<file path="config.mk">
export PLATFORM = sky130hd
export DESIGN_NAME = cache2_top
export DESIGN_NICKNAME = d
export VERILOG_FILES = /design/src/rtl/cache2_pkg.sv /design/src/rtl/cache2_datapath.sv /design/src/rtl/cache2_control.sv /design/src/rtl/cache2_top.sv
export SDC_FILE = /design/constraint.sdc
export NUM_CORES = 1
export LEC_CHECK = 0
export ABC_AREA = 1
export BUFFER_PORTS_ARGS = -buffer_cell sky130_fd_sc_hd__buf_2
export CORE_UTILIZATION = 55
export DETAILED_ROUTE_END_ITERATION = 16
export GPL_ROUTABILITY_DRIVEN = 0
export HOLD_SLACK_MARGIN = 0.15
export PLACE_DENSITY_LB_ADDON = 0.08
export SYNTH_ARGS = -nofsm -noshare
export SYNTH_HDL_FRONTEND = slang
export SYNTH_SLANG_ARGS = --single-unit
</file>
<file path="constraint.sdc">
create_clock -name clk -period 6.1 [get_ports clk]
set_input_delay 1.525 -clock clk [delete_from_list [all_inputs] [get_ports clk]]
set_output_delay 1.525 -clock clk [all_outputs]
set_load 0.01 [all_outputs]
</file>
<file path="src/rtl/cache2_pkg.sv">
package cache2_pkg;

  typedef struct packed {
    logic latch;
    logic record;
    logic access;
    logic fill;
    logic backInval;
    logic install;
  } ctrlStrobeT;

  typedef enum logic [2:0] {
    ST_IDLE,
    ST_LOOKUP,
    ST_WBACK,
    ST_FETCH,
    ST_RESP
  } ctrlStateT;

endpackage

</file>
<file path="src/rtl/cache2_datapath.sv">
module cache2_datapath import cache2_pkg::*; #(
  parameter int AW     = 8,
  parameter int DW     = 32,
  parameter int ISETS  = 4,
  parameter int OLINES = 16
) (
  input  logic          clk,
  input  logic          rstN,
  input  ctrlStrobeT    strb,
  input  logic [AW-1:0] reqAddrIn,
  input  logic          reqWeIn,
  input  logic [DW-1:0] reqDataIn,
  input  logic [DW-1:0] memRdata,
  output logic          innerHitNow,
  output logic          outerHitNow,
  output logic          victimValid,
  output logic          victimDirty,
  output logic [AW-1:0] victimAddr,
  output logic [AW-1:0] reqAddr,
  output logic [DW-1:0] victimData,
  output logic [DW-1:0] rdata,
  output logic          innerHitRec,
  output logic          outerHitRec
);
  localparam int ISW = $clog2(ISETS);
  localparam int OSW = $clog2(OLINES);

  logic          rWe;
  logic [DW-1:0] rData;

  // inner level: two ways per set
  logic [1:0]    iVal   [ISETS];
  logic [1:0]    iDirty [ISETS];
  logic [AW-1:0] iTag   [ISETS][2];
  logic [DW-1:0] iData  [ISETS][2];
  logic [ISETS-1:0] lru;              // way to replace next

  // outer level: direct mapped, full line address kept as tag
  logic [OLINES-1:0] oVal;
  logic [OLINES-1:0] oDirty;
  logic [AW-1:0]     oTag  [OLINES];
  logic [DW-1:0]     oData [OLINES];

  logic [ISW-1:0] setIdx;
  logic [OSW-1:0] lineIdx;
  logic [1:0]     hitW, vMatch;
  logic           hitWay, fillWay, evDirty, vInnerDirty;
  logic [OSW-1:0] fillOi;
  logic [DW-1:0]  vInnerData;

  assign setIdx  = reqAddr[ISW-1:0];
  assign lineIdx = reqAddr[OSW-1:0];

  always_comb begin
    for (int w = 0; w < 2; w++) begin
      hitW[w]   = iVal[setIdx][w] && (iTag[setIdx][w] == reqAddr);
      vMatch[w] = iVal[setIdx][w] && (iTag[setIdx][w] == oTag[lineIdx]);
    end
    innerHitNow = |hitW;
    hitWay      = hitW[1];
    outerHitNow = oVal[lineIdx] && (oTag[lineIdx] == reqAddr);
    victimValid = oVal[lineIdx];
    victimAddr  = oTag[lineIdx];
    victimData  = oData[lineIdx];
    vInnerDirty = |(vMatch & iDirty[setIdx]);
    victimDirty = oDirty[lineIdx] | vInnerDirty;
    vInnerData  = vMatch[1] ? iData[setIdx][1] : iData[setIdx][0];
    if (!iVal[setIdx][0])      fillWay = 1'b0;
    else if (!iVal[setIdx][1]) fillWay = 1'b1;
    else                       fillWay = lru[setIdx];
    evDirty = iVal[setIdx][fillWay] & iDirty[setIdx][fillWay];
    fillOi  = iTag[setIdx][fillWay][OSW-1:0];
  end

  always_ff @(posedge clk) begin
    if (!rstN) begin
      for (int i = 0; i < ISETS; i++) begin
        iVal[i]   <= 2'b00;
        iDirty[i] <= 2'b00;
      end
      lru         <= '0;
      oVal        <= '0;
      oDirty      <= '0;
      reqAddr     <= '0;
      rWe         <= 1'b0;
      rData       <= '0;
      rdata       <= '0;
      innerHitRec <= 1'b0;
      outerHitRec <= 1'b0;
    end else begin
      if (strb.latch) begin
        reqAddr <= reqAddrIn;
        rWe     <= reqWeIn;
        rData   <= reqDataIn;
      end
      if (strb.record) begin
        innerHitRec <= innerHitNow;
        outerHitRec <= outerHitNow;
      end
      if (strb.access) begin
        lru[setIdx] <= ~hitWay;
        if (rWe) begin
          iData[setIdx][hitWay]  <= rData;
          iDirty[setIdx][hitWay] <= 1'b1;
        end else begin
          rdata <= iData[setIdx][hitWay];
        end
      end
      if (strb.fill) begin
        if (evDirty) begin            // inner victim merges into its outer line
          oData[fillOi]  <= iData[setIdx][fillWay];
          oDirty[fillOi] <= 1'b1;
        end
        iVal[setIdx][fillWay]   <= 1'b1;
        iDirty[setIdx][fillWay] <= rWe;
        iTag[setIdx][fillWay]   <= reqAddr;
        iData[setIdx][fillWay]  <= rWe ? rData : oData[lineIdx];
        rdata                   <= oData[lineIdx];
        lru[setIdx]             <= ~fillWay;
      end
      if (strb.backInval) begin
        for (int w = 0; w < 2; w++) begin
          if (vMatch[w]) begin
            iVal[setIdx][w]   <= 1'b0;
            iDirty[setIdx][w] <= 1'b0;
          end
        end
        if (vInnerDirty) oData[lineIdx] <= vInnerData;
        oVal[lineIdx]   <= 1'b0;
        oDirty[lineIdx] <= 1'b0;
      end
      if (strb.install) begin
        oVal[lineIdx]   <= 1'b1;
        oDirty[lineIdx] <= 1'b0;
        oTag[lineIdx]   <= reqAddr;
        oData[lineIdx]  <= memRdata;
      end
    end
  end

endmodule

</file>
<file path="src/rtl/cache2_control.sv">
module cache2_control import cache2_pkg::*; (
  input  logic       clk,
  input  logic       rstN,
  input  logic       cpuReq,
  input  logic       innerHitNow,
  input  logic       outerHitNow,
  input  logic       victimValid,
  input  logic       victimDirty,
  input  logic       memReady,
  output ctrlStrobeT strb,
  output logic       cpuReady,
  output logic       memReq,
  output logic       memWe
);
  ctrlStateT state, nextState;
  logic      firstLook;

  always_comb begin
    strb      = '0;
    nextState = state;
    cpuReady  = (state == ST_RESP);
    memReq    = (state == ST_WBACK) || (state == ST_FETCH);
    memWe     = (state == ST_WBACK);
    case (state)
      ST_IDLE: if (cpuReq) begin
        strb.latch = 1'b1;
        nextState  = ST_LOOKUP;
      end
      ST_LOOKUP: begin
        strb.record = firstLook;
        if (innerHitNow) begin
          strb.access = 1'b1;
          nextState   = ST_RESP;
        end else if (outerHitNow) begin
          strb.fill = 1'b1;
          nextState = ST_RESP;
        end else begin
          strb.backInval = victimValid;
          nextState = (victimValid && victimDirty) ? ST_WBACK : ST_FETCH;
        end
      end
      ST_WBACK: if (memReady) nextState = ST_FETCH;
      ST_FETCH: if (memReady) begin
        strb.install = 1'b1;
        nextState    = ST_LOOKUP;
      end
      ST_RESP: nextState = ST_IDLE;
      default: nextState = ST_IDLE;
    endcase
  end

  always_ff @(posedge clk) begin
    if (!rstN) begin
      state     <= ST_IDLE;
      firstLook <= 1'b0;
    end else begin
      state <= nextState;
      if (strb.latch)             firstLook <= 1'b1;
      else if (state == ST_LOOKUP) firstLook <= 1'b0;
    end
  end

endmodule

</file>
<file path="src/rtl/cache2_top.sv">
module cache2_top import cache2_pkg::*; #(
  parameter int AW     = 8,
  parameter int DW     = 32,
  parameter int ISETS  = 4,
  parameter int OLINES = 16
) (
  input  logic          clk,
  input  logic          rstN,
  input  logic          cpuReq,
  input  logic          cpuWe,
  input  logic [AW-1:0] cpuAddr,
  input  logic [DW-1:0] cpuWdata,
  output logic          cpuReady,
  output logic [DW-1:0] cpuRdata,
  output logic          innerHit,
  output logic          outerHit,
  output logic          memReq,
  output logic          memWe,
  output logic [AW-1:0] memAddr,
  output logic [DW-1:0] memWdata,
  input  logic [DW-1:0] memRdata,
  input  logic          memReady
);
  ctrlStrobeT    strb;
  logic          innerHitNow, outerHitNow, victimValid, victimDirty;
  logic [AW-1:0] victimAddr, reqAddr;

  cache2_datapath #(.AW(AW), .DW(DW), .ISETS(ISETS), .OLINES(OLINES)) uDp (
    .clk(clk), .rstN(rstN), .strb(strb),
    .reqAddrIn(cpuAddr), .reqWeIn(cpuWe), .reqDataIn(cpuWdata),
    .memRdata(memRdata),
    .innerHitNow(innerHitNow), .outerHitNow(outerHitNow),
    .victimValid(victimValid), .victimDirty(victimDirty),
    .victimAddr(victimAddr), .reqAddr(reqAddr), .victimData(memWdata),
    .rdata(cpuRdata), .innerHitRec(innerHit), .outerHitRec(outerHit)
  );

  cache2_control uCtl (
    .clk(clk), .rstN(rstN), .cpuReq(cpuReq),
    .innerHitNow(innerHitNow), .outerHitNow(outerHitNow),
    .victimValid(victimValid), .victimDirty(victimDirty),
    .memReady(memReady), .strb(strb),
    .cpuReady(cpuReady), .memReq(memReq), .memWe(memWe)
  );

  assign memAddr = memWe ? victimAddr : reqAddr;

endmodule

</file>
# Word-level counts from Yosys, hierarchy flattened
# Memory sizes are Yosys's and may differ from the RTL's. A register that Yosys moved wholly into a read port is not among the register bits.
# Cells that the tools add are included.
# word_totals
elab_cells,349
ff_bits,115
memories,6
ramBits,976
output_inout_bits,77
# mem_list
memory,words,width,rd,rd_ports_with_merged_regs,write_ports,line,text
uDp.oData,16,32,1,1,1,cache2_datapath.sv:42,logic [DW-1:0] oData [OLINES];
uDp.iData,4,64,1,1,1,cache2_datapath.sv:35,logic [DW-1:0] iData [ISETS][2];
uDp.oTag,16,8,1,1,1,cache2_datapath.sv:41,logic [AW-1:0] oTag [OLINES];
uDp.iTag,4,16,1,1,1,cache2_datapath.sv:34,logic [AW-1:0] iTag [ISETS][2];
uDp.iDirty,4,2,1,1,4,cache2_datapath.sv:33,logic [1:0] iDirty [ISETS];
uDp.iVal,4,2,1,1,4,cache2_datapath.sv:32,logic [1:0] iVal [ISETS];
# classes
reduce_logical,24
muxes,197
eq_ne,13
bitwise_logic,84
order_cmp,14
# ops
op,n
$mux 32,15
$mux 16,10
$mux 64,2
$mux 1,120
$or 1x1->1,72
$demux 32 s1,2
$and 16x16->16,3
$mux 4,12
$eq 8x8->1,5
$mux 2,17
$or 16x16->16,2
$reduce_or 32->1,1
$mux 8,2
$not 16->16,1
$mux 3,5
$logic_and 1x1->1,13
$pmux 3 s4,1
$lt 4x5->1 const B,2
$bmux 1 s4,2
$bwmux 4,2
$demux 1 s4,2
$demux 8 s1,1
$ge 4x1->1 const B,2
$reduce_or 2->1,4
23 further kinds,34

# Logic depth before layout (Yosys ltp)
# Gate-level depths: netlist of the first run.
# logic_depth
ltp_word,21
depth_mapped,25
depth_no_buf,22

# Modules after synthesis
# A second synthesis of the first run with hierarchy kept.
# unflattened
cells_unflattened,5894
hier_area_um2,53585.1
# modules_own_cells
module,cells_each,seq_area_each_um2,area_each_um2,n_inst
cache2_datapath,5823,31610.3,53199.8,1
cache2_control,45,80.1,280.3,1
cache2_top,26,0.0,105.1,1

# Least setup slack after synthesis of the first run
# No wires, ideal clock.
# synth_timing
path_kind,register to register
from,reg uDp.reqAddr[1]
to,mem uDp.oData[12][0] (enable)
arrival_ps,3989
slack_ps,1690
synth_period_minus_slack_ps,4410
required_ps,5679
path_stages_with_launch,19
path_cell_list,dfxtp_1 > buf_2 > clkinv_1 > nor2_2 > a22oi_1 > nand2_1 > nand2_1 > nand4_1 > nand2_1 > nor2_4 > nand2_4 > nor2_4 > nand2_4 > nand2_2 > buf_6 > nand2_1 > nand2_2 > nand3_1 > nor2_1
# synth_between
elab_chain_len,12
word_cells_on_any_way,37
classes_between,3 x eq/ne; 26 x mux; 3 x bitwise; 5 x reduce/logical
# synth_rtl
element,line,text
"start, declared",cache2_datapath.sv:19,"output logic [AW-1:0] reqAddr,"
"start signal, assigned",cache2_datapath.sv:92,reqAddr <= reqAddrIn;
$bmux 1 s4 or $bmux 1 s2 (tied branches),"cache2_datapath.sv:61, cache2_datapath.sv:62, cache2_datapath.sv:70",
$mux 1 (on tied branches),"cache2_datapath.sv:61, cache2_datapath.sv:62, cache2_datapath.sv:70",
$logic_and 1x1->1 or $mux 1 (tied branches),"cache2_datapath.sv:61, cache2_datapath.sv:69",
$mux 1 (on tied branches),"cache2_control.sv:34, cache2_datapath.sv:68",
$mux 2 or $mux 1 (tied branches),"cache2_control.sv:31, cache2_datapath.sv:71",
$mux 4 or $mux 1 (tied branches),"cache2_control.sv:24, cache2_datapath.sv:71",
$mux 1 or $and 1x1->1 (tied branches),"cache2_datapath.sv:121, cache2_datapath.sv:71",
$mux 1 (on tied branches),"cache2_datapath.sv:76, cache2_datapath.sv:110",
$mux 1 (on tied branches),"cache2_datapath.sv:128, cache2_datapath.sv:109",
$or 1x1->1 (no source line) or $mux 1 (tied branches),--,
$reduce_or 32->1 (no source line) or $mux 1 (tied branches),--,
$mux 4 (no source line) or $mux 1 (tied branches),--,
"end, declared",cache2_datapath.sv:42,
# Parallel ways exist; a longest one is shown, timed or not. The select of a mux whose other input is x is not followed.

==> results_dict.tcl, run 1 <==
set metrics [dict create \
    status "completed" \
    hold_slack_ns 0.452 \
    yosys_warnings 0 \
    yosysSeqAreaShare_pct 68.2 \
    setup-violations-final 0 \
    final_cell_area_mm2 0.0522 \
    rsz0062_at_grt "false" \
    die_w_um 293 \
    cts_buffers 110 \
    synth_edf_count 976 \
    hold_viol 0 \
    routed_wl_um 133000 \
    portBuffers 153 \
    syn2layout_area_growth_pct 12.3 \
    syn_avg_cell_area_um2 10.9 \
    core_area_mm2 0.0837 \
    drv_cap 0 \
    multi_input_area_mm2 0.0130 \
    final_nets 4423 \
    synth_flop_cell "edfxtp_1" \
    cp-end-kind "output pin" \
    finClkSkew_ns 0.0298 \
    power_density_mw_per_mm2 363 \
    ant_nets 0 \
    netlist_instances 4260 \
    vias 33600 \
    track_usage_pct 30.6 \
    relSlewSlack_pct 18.0 \
    async_reset_ff_share_pct 0 \
    drc 0 \
    worst-path-max-fanout 207 \
    hold_buffers 0 \
    hp-class "reg -> reg" \
    overflow 0 \
    grt_pass1_wl_um 196000 \
    synth_seq_cells 1095 \
    hpwl_um 82100 \
    regArea_mm2 0.0317 \
    die_area_mm2 0.0857 \
    num_rows 106 \
    cts_tree "built" \
    syn_area_mm2 0.0465 \
    cp-start-kind "register" \
    max-vdd-ir-drop_mv 0.324 \
    tns_ns 0 \
    start_util_pct 55.6 \
    drive_above_1_share_pct 10.9 \
    drt_iter0_markers 3293 \
    maxSlewViolCount 0 \
    grt_pass1_vias 31100 \
    netlist-cell-type-count 43 \
    antenna_found_initial 0 \
    r2r_slack_ns 1.43 \
    place_area_mm2 0.0487 \
    pin_count 154 \
    cts_sinks 1095 \
    grt_start_max_net_pins 208 \
    finalCritPeriodShare_pct 91.1 \
    wl_per_cell_um 23.8 \
    filler_cell_count 6663 \
    p_leak_nw 18.5 \
    root_buffer "clkbuf_16" \
    tightest_slew_ns 1.23 \
    die_y_um 293 \
    cp.arrival_ns 4.03 \
    cts.clk_slew.worst_paths_ns 0.06 \
    vias_per_cell 6.03 \
    cts_buffer_depth 3 \
    crit_type "reg -> out" \
    fmax_mhz 180 \
    insertion_delay_ns 0.68 \
    drtPass1Iterations 5 \
    worstHoldStart "uDp.oDirty[13]" \
    cts_resized 0 \
    htree_levels 3 \
    cp.required_ns 4.58 \
    synth_nets 4337 \
    post_cts_buffers 0 \
    fin_crit_ns 5.56 \
]
layout by cell type, fill, tap and decap left out, types with 3 or more instances in the layout:
cell type  synthesis  routed
and2_1             3       3
dfxtp_1          119     114
or2_2              3       3
xor2_1             3       3
inv_2             13      14
nor3_1            10      10
o211ai_1         107     107
buf_12             0      14
dfxtp_4            0       3
nand2_2            5       6
o211a_1            8       8
nand4_1           20      20
edfxtp_1         976     976
o22ai_1          101     101
nor2_4             2      26
o221ai_1         102     102
o21ai_0          691     687
a21oi_1           60      60
nor2_1           516     492
o21bai_1           9       9
o21ai_1           20      24
inv_1            192     189
a31oi_1           36      36
clkbuf_16          0     112
buf_4             11     102
nand2_1          728     727
bufinv_16          0       8
buf_2             37     152
nand3_1          210     209
clkinv_2           0      24
a22oi_1           10      10
clkbuf_1         222      33
clkbuf_8           0       5
clkinv_1           5      23
layout make-up:
| cell class | instances | share of cell area [%] |
|---|---|---|
| diodes | 2 | 0.00958 |
| inverters | 210 | 1.54 |
| clock buffers | 150 | 5.73 |
| clock inverters | 55 | 0.932 |
| flip-flops and latches | 1095 | 60.7 |
| multi-input cells | 2661 | 24.9 |
| repair buffers | 268 | 3.46 |
| well taps | 1134 | 2.72 |
worst paths after layout:
path,depth (start not counted),endpoint
min,2,uDp.oDirty[13]
min reg2reg,2,uDp.oDirty[13]
max,8,memWdata[21]
max reg2reg,22,uDp.oData[7][30]
Yosys cell counts (3+ instances only):
master | n | area [um2]
inv_2 | 13 | 48.8
xor2_1 | 3 | 26.3
buf_4 | 11 | 82.6
o22ai_1 | 101 | 632
nand2_1 | 728 | 2730
a21oi_1 | 60 | 300
a31oi_1 | 36 | 225
clkbuf_1 | 222 | 833
nand3_1 | 210 | 1050
nand2_2 | 5 | 31.3
clkinv_1 | 5 | 18.8
buf_2 | 37 | 185
and2_1 | 3 | 18.8
edfxtp_1 | 976 | 29300
buf_6 | 4 | 45.0
dfxtp_1 | 119 | 2380
o211a_1 | 8 | 80.1
o221ai_1 | 102 | 893
nand4_1 | 20 | 125
a22oi_1 | 10 | 75.1
inv_1 | 192 | 721
or2_2 | 3 | 18.8
o21bai_1 | 9 | 67.6
nor3_1 | 10 | 50.1
o211ai_1 | 107 | 803
nor2_1 | 516 | 1940
buf_1 | 20 | 75.1
o21ai_1 | 20 | 100
o21ai_0 | 691 | 3460
state kept, by name (all words and copies together), names as in the netlist, named ones only:
register and flops:
uDp.rWe 1, uCtl.state 3, uDp.iTag 64, uDp.oTag 128, uDp.reqAddr 8, uDp.rdata 32, uDp.iData 256, uDp.outerHitRec 1
uDp.innerHitRec 1, uCtl.firstLook 1, uDp.lru 4, uDp.iDirty 8, uDp.oVal 16, uDp.rData 32, uDp.oData 512, uDp.iVal 8
uDp.oDirty 16
worst max-delay path: stages, from the launching register on:
cell and delay, ns:
dfxtp_4 0.43, inv_8 0.44, buf_12 0.65, buf_4 0.64, o21ai_0 0.16, o221ai_1 0.21
o211ai_1 0.11, nand2_1 0.25, buf_2 0.19
logic make-up (layout without fill, tap and decap cells):
logic type | Yosys count | count (layout) | synth area share [%]
AO/OA/AOI/OAI | 1151 | 1151 | 14.4
XOR/XNOR | 4 | 4 | 0.0754
buffers and inverters | 504 | 683 | 4.32
flip-flops | 1095 | 1095 | 68.2
other | 0 | 2 | 0
AND/OR/NAND/NOR | 1506 | 1506 | 13.0
metal layers:
metal	vias to the layer above	routed length, um	global-route usage (%)
met5	-	0	0
met4	0	6920	14.8
met3	289	8650	3.70
met2	1349	62100	49.4
met1	16500	54900	41.5
li1	15500	-	-
stage by stage:
step           std cells  util [%]  worst slack [ns]  total power [mW]
3_3_place_gp        5368      58.2              1.36              12.4
6_report            5575      62.4             0.542              18.9
3_5_place_dp        5368      58.2              1.29              12.5
5_1_grt             5573      62.4             0.290              19.6
4_1_cts             5573      62.4             0.569              19.0
2_1_floorplan       4260         -              1.69              11.0
power breakdown:
part | internal (mW) | switching [mW]
sequential | 8.68 | 0.100
combinational | 0.896 | 2.69
clock | 3.77 | 2.80
Note: power is estimated with default switching activity, not from simulation.
==> inputs of run 2 (changes only) <==
- CTS_BUF_LIST: default -> sky130_fd_sc_hd__clkbuf_8
==> results_dict.tcl, run 2 (same netlist as run 1, synthesis figures left out) <==
set metrics [dict create \
    relSlewSlack_pct 17.9 \
    hpwl_um 82100 \
    setup-violations-final 0 \
    hold_buffers 0 \
    syn2layout_area_growth_pct 11.6 \
    drt_iter0_markers 3538 \
    min_path_cells 2 \
    overflow 0 \
    reg.largest.list "uDp.oData x512, uDp.iData x256, uDp.oTag x128" \
    hp-class "reg -> reg" \
    final_core_util_pct 62.0 \
    final_nets 4486 \
    core_area_mm2 0.0837 \
    cts_buffers 173 \
    antenna_found_initial 3 \
    die_area_mm2 0.0857 \
    cp.required_ns 4.58 \
    cts_buffer_depth 3 \
    status "completed" \
    track_usage_pct 31.0 \
    tightest_slew_ns 1.23 \
    cp.arrival_ns 4.26 \
    drtPass1Iterations 6 \
    drive_above_1_share_pct 12.0 \
    hold_end "uDp.oDirty[13]" \
    root_buffer "clkbuf_8" \
    largest_reg_flops 512 \
    maxSlewViolCount 0 \
    r2r_slack_ns 1.40 \
    hold_viol 0 \
    pin_count 154 \
    cts.clk_slew.worst_paths_ns 0.06 \
    worst-path-max-fanout 207 \
    total_power_mw 18.1 \
    multi_input_area_mm2 0.0130 \
    routed_wl_um 134000 \
    start_util_pct 55.6 \
    worstHoldStart "uDp.oDirty[13]" \
    cts_tree "built" \
    num_rows 106 \
    cp-start-kind "register" \
    cts_sinks 1095 \
    wl_per_cell_um 23.5 \
    drc 0 \
    die_w_um 293 \
    crit_type "reg -> out" \
    regArea_mm2 0.0317 \
    filler_cell_count 6765 \
    rsz0062_at_grt "false" \
    grt_pass1_vias 31600 \
    die_y_um 293 \
    tns_ns 0 \
    r2r_cells 22 \
    final_cell_mix "976 x edfxtp_1, 727 x nand2_1, 687 x o21ai_0" \
    fin_crit_ns 5.78 \
    mostFrequentLayoutCell "edfxtp_1" \
    finalCritPeriodShare_pct 94.8 \
    power_density_mw_per_mm2 349 \
    grt_pass1_wl_um 197000 \
    vias 33900 \
    insertion_delay_ns 0.85 \
    finClkSkew_ns 0.0361 \
    grt_start_max_net_pins 208 \
    vias_per_cell 5.97 \
    p_leak_nw 18.6 \
    htree_levels 4 \
    drv_cap 0 \
    fmax_mhz 173 \
    cp-end-kind "output pin" \
    r2r-end "uDp.oData[5][9]" \
    regMostFlops "uDp.oData" \
    cts_resized 0 \
    ant_nets 0 \
    portBuffers 153 \
    max-vdd-ir-drop_mv 0.237 \
    post_cts_buffers 0 \
]
## run 2: cell count changes in the layout (fill, tap and decap cells not counted)
| cell | before | now |
|---|---|---|
| diode_2 | 2 | 4 |
| clkbuf_16 | 112 | 0 |
| inv_1 | 189 | 245 |
| clkinv_2 | 24 | 21 |
| clkinv_1 | 23 | 54 |
| bufinv_16 | 8 | 2 |
| inv_16 | 1 | 0 |
| clkbuf_1 | 33 | 0 |
| inv_6 | 1 | 4 |
| clkbuf_8 | 5 | 179 |
| inv_8 | 2 | 5 |
## run 2: how the worst max path moves through the flow
stage,depth (start not counted),to,start
floorplan,18,uDp.oData[12][0],uDp.reqAddr[1]
global placement,8,memWdata[0],register
detailed placement,8,memWdata[21],register
CTS,8,memWdata[21],register
global route,8,memWdata[22],register
finish,8,memWdata[21],register
## run 2: report_power, final
part | total [mW] | switching [mW] | leakage [nW] | internal [mW]
Sequential | 8.78 | 0.0985 | 9.83 | 8.68
Clock | 5.71 | 2.90 | 1.81 | 2.82
Combinational | 3.59 | 2.70 | 6.97 | 0.896
## run 2: stage by stage
stage / setup WS (ns) / hold WS, ns / cells / instance area (um2)
CTS: 0.375 / 0.450 / 5685 / 51900
floorplan: 1.69 / 0.428 / 4260 / 46500
global route: 0.0767 / 0.472 / 5687 / 51900
detailed placement: 1.29 / 0.441 / 5368 / 48700
finish: 0.316 / 0.452 / 5689 / 51900
global placement: 1.36 / 0.436 / 5368 / 48700
## run 2: final cells by class
type / instances / area share, %
Antenna cell: 4 / 0.0193
Clock buffer: 179 / 4.75
Clock inverter: 138 / 1.27
Inverter: 210 / 1.55
Multi-Input combinational cell: 2661 / 25.1
Sequential cell: 1095 / 61.1
Tap cell: 1134 / 2.74
Timing Repair Buffer: 268 / 3.48
## run 2: per-layer routing
| layer | track usage [%] | vias up | wire (um) |
|---|---|---|---|
| met5 | 0 | - | 0 |
| met4 | 15.9 | 0 | 6740 |
| met3 | 4.54 | 307 | 9470 |
| met2 | 49.4 | 1532 | 62400 |
| met1 | 41.7 | 16500 | 54900 |
| li1 | - | 15600 | - |
## run 2: critical path: stages, from the launching register on
cell	delay, ns
dfxtp_4	0.43
inv_8	0.43
buf_12	0.62
buf_4	0.64
o21ai_0	0.16
o221ai_1	0.21
o211ai_1	0.11
nand2_1	0.25
buf_2	0.19
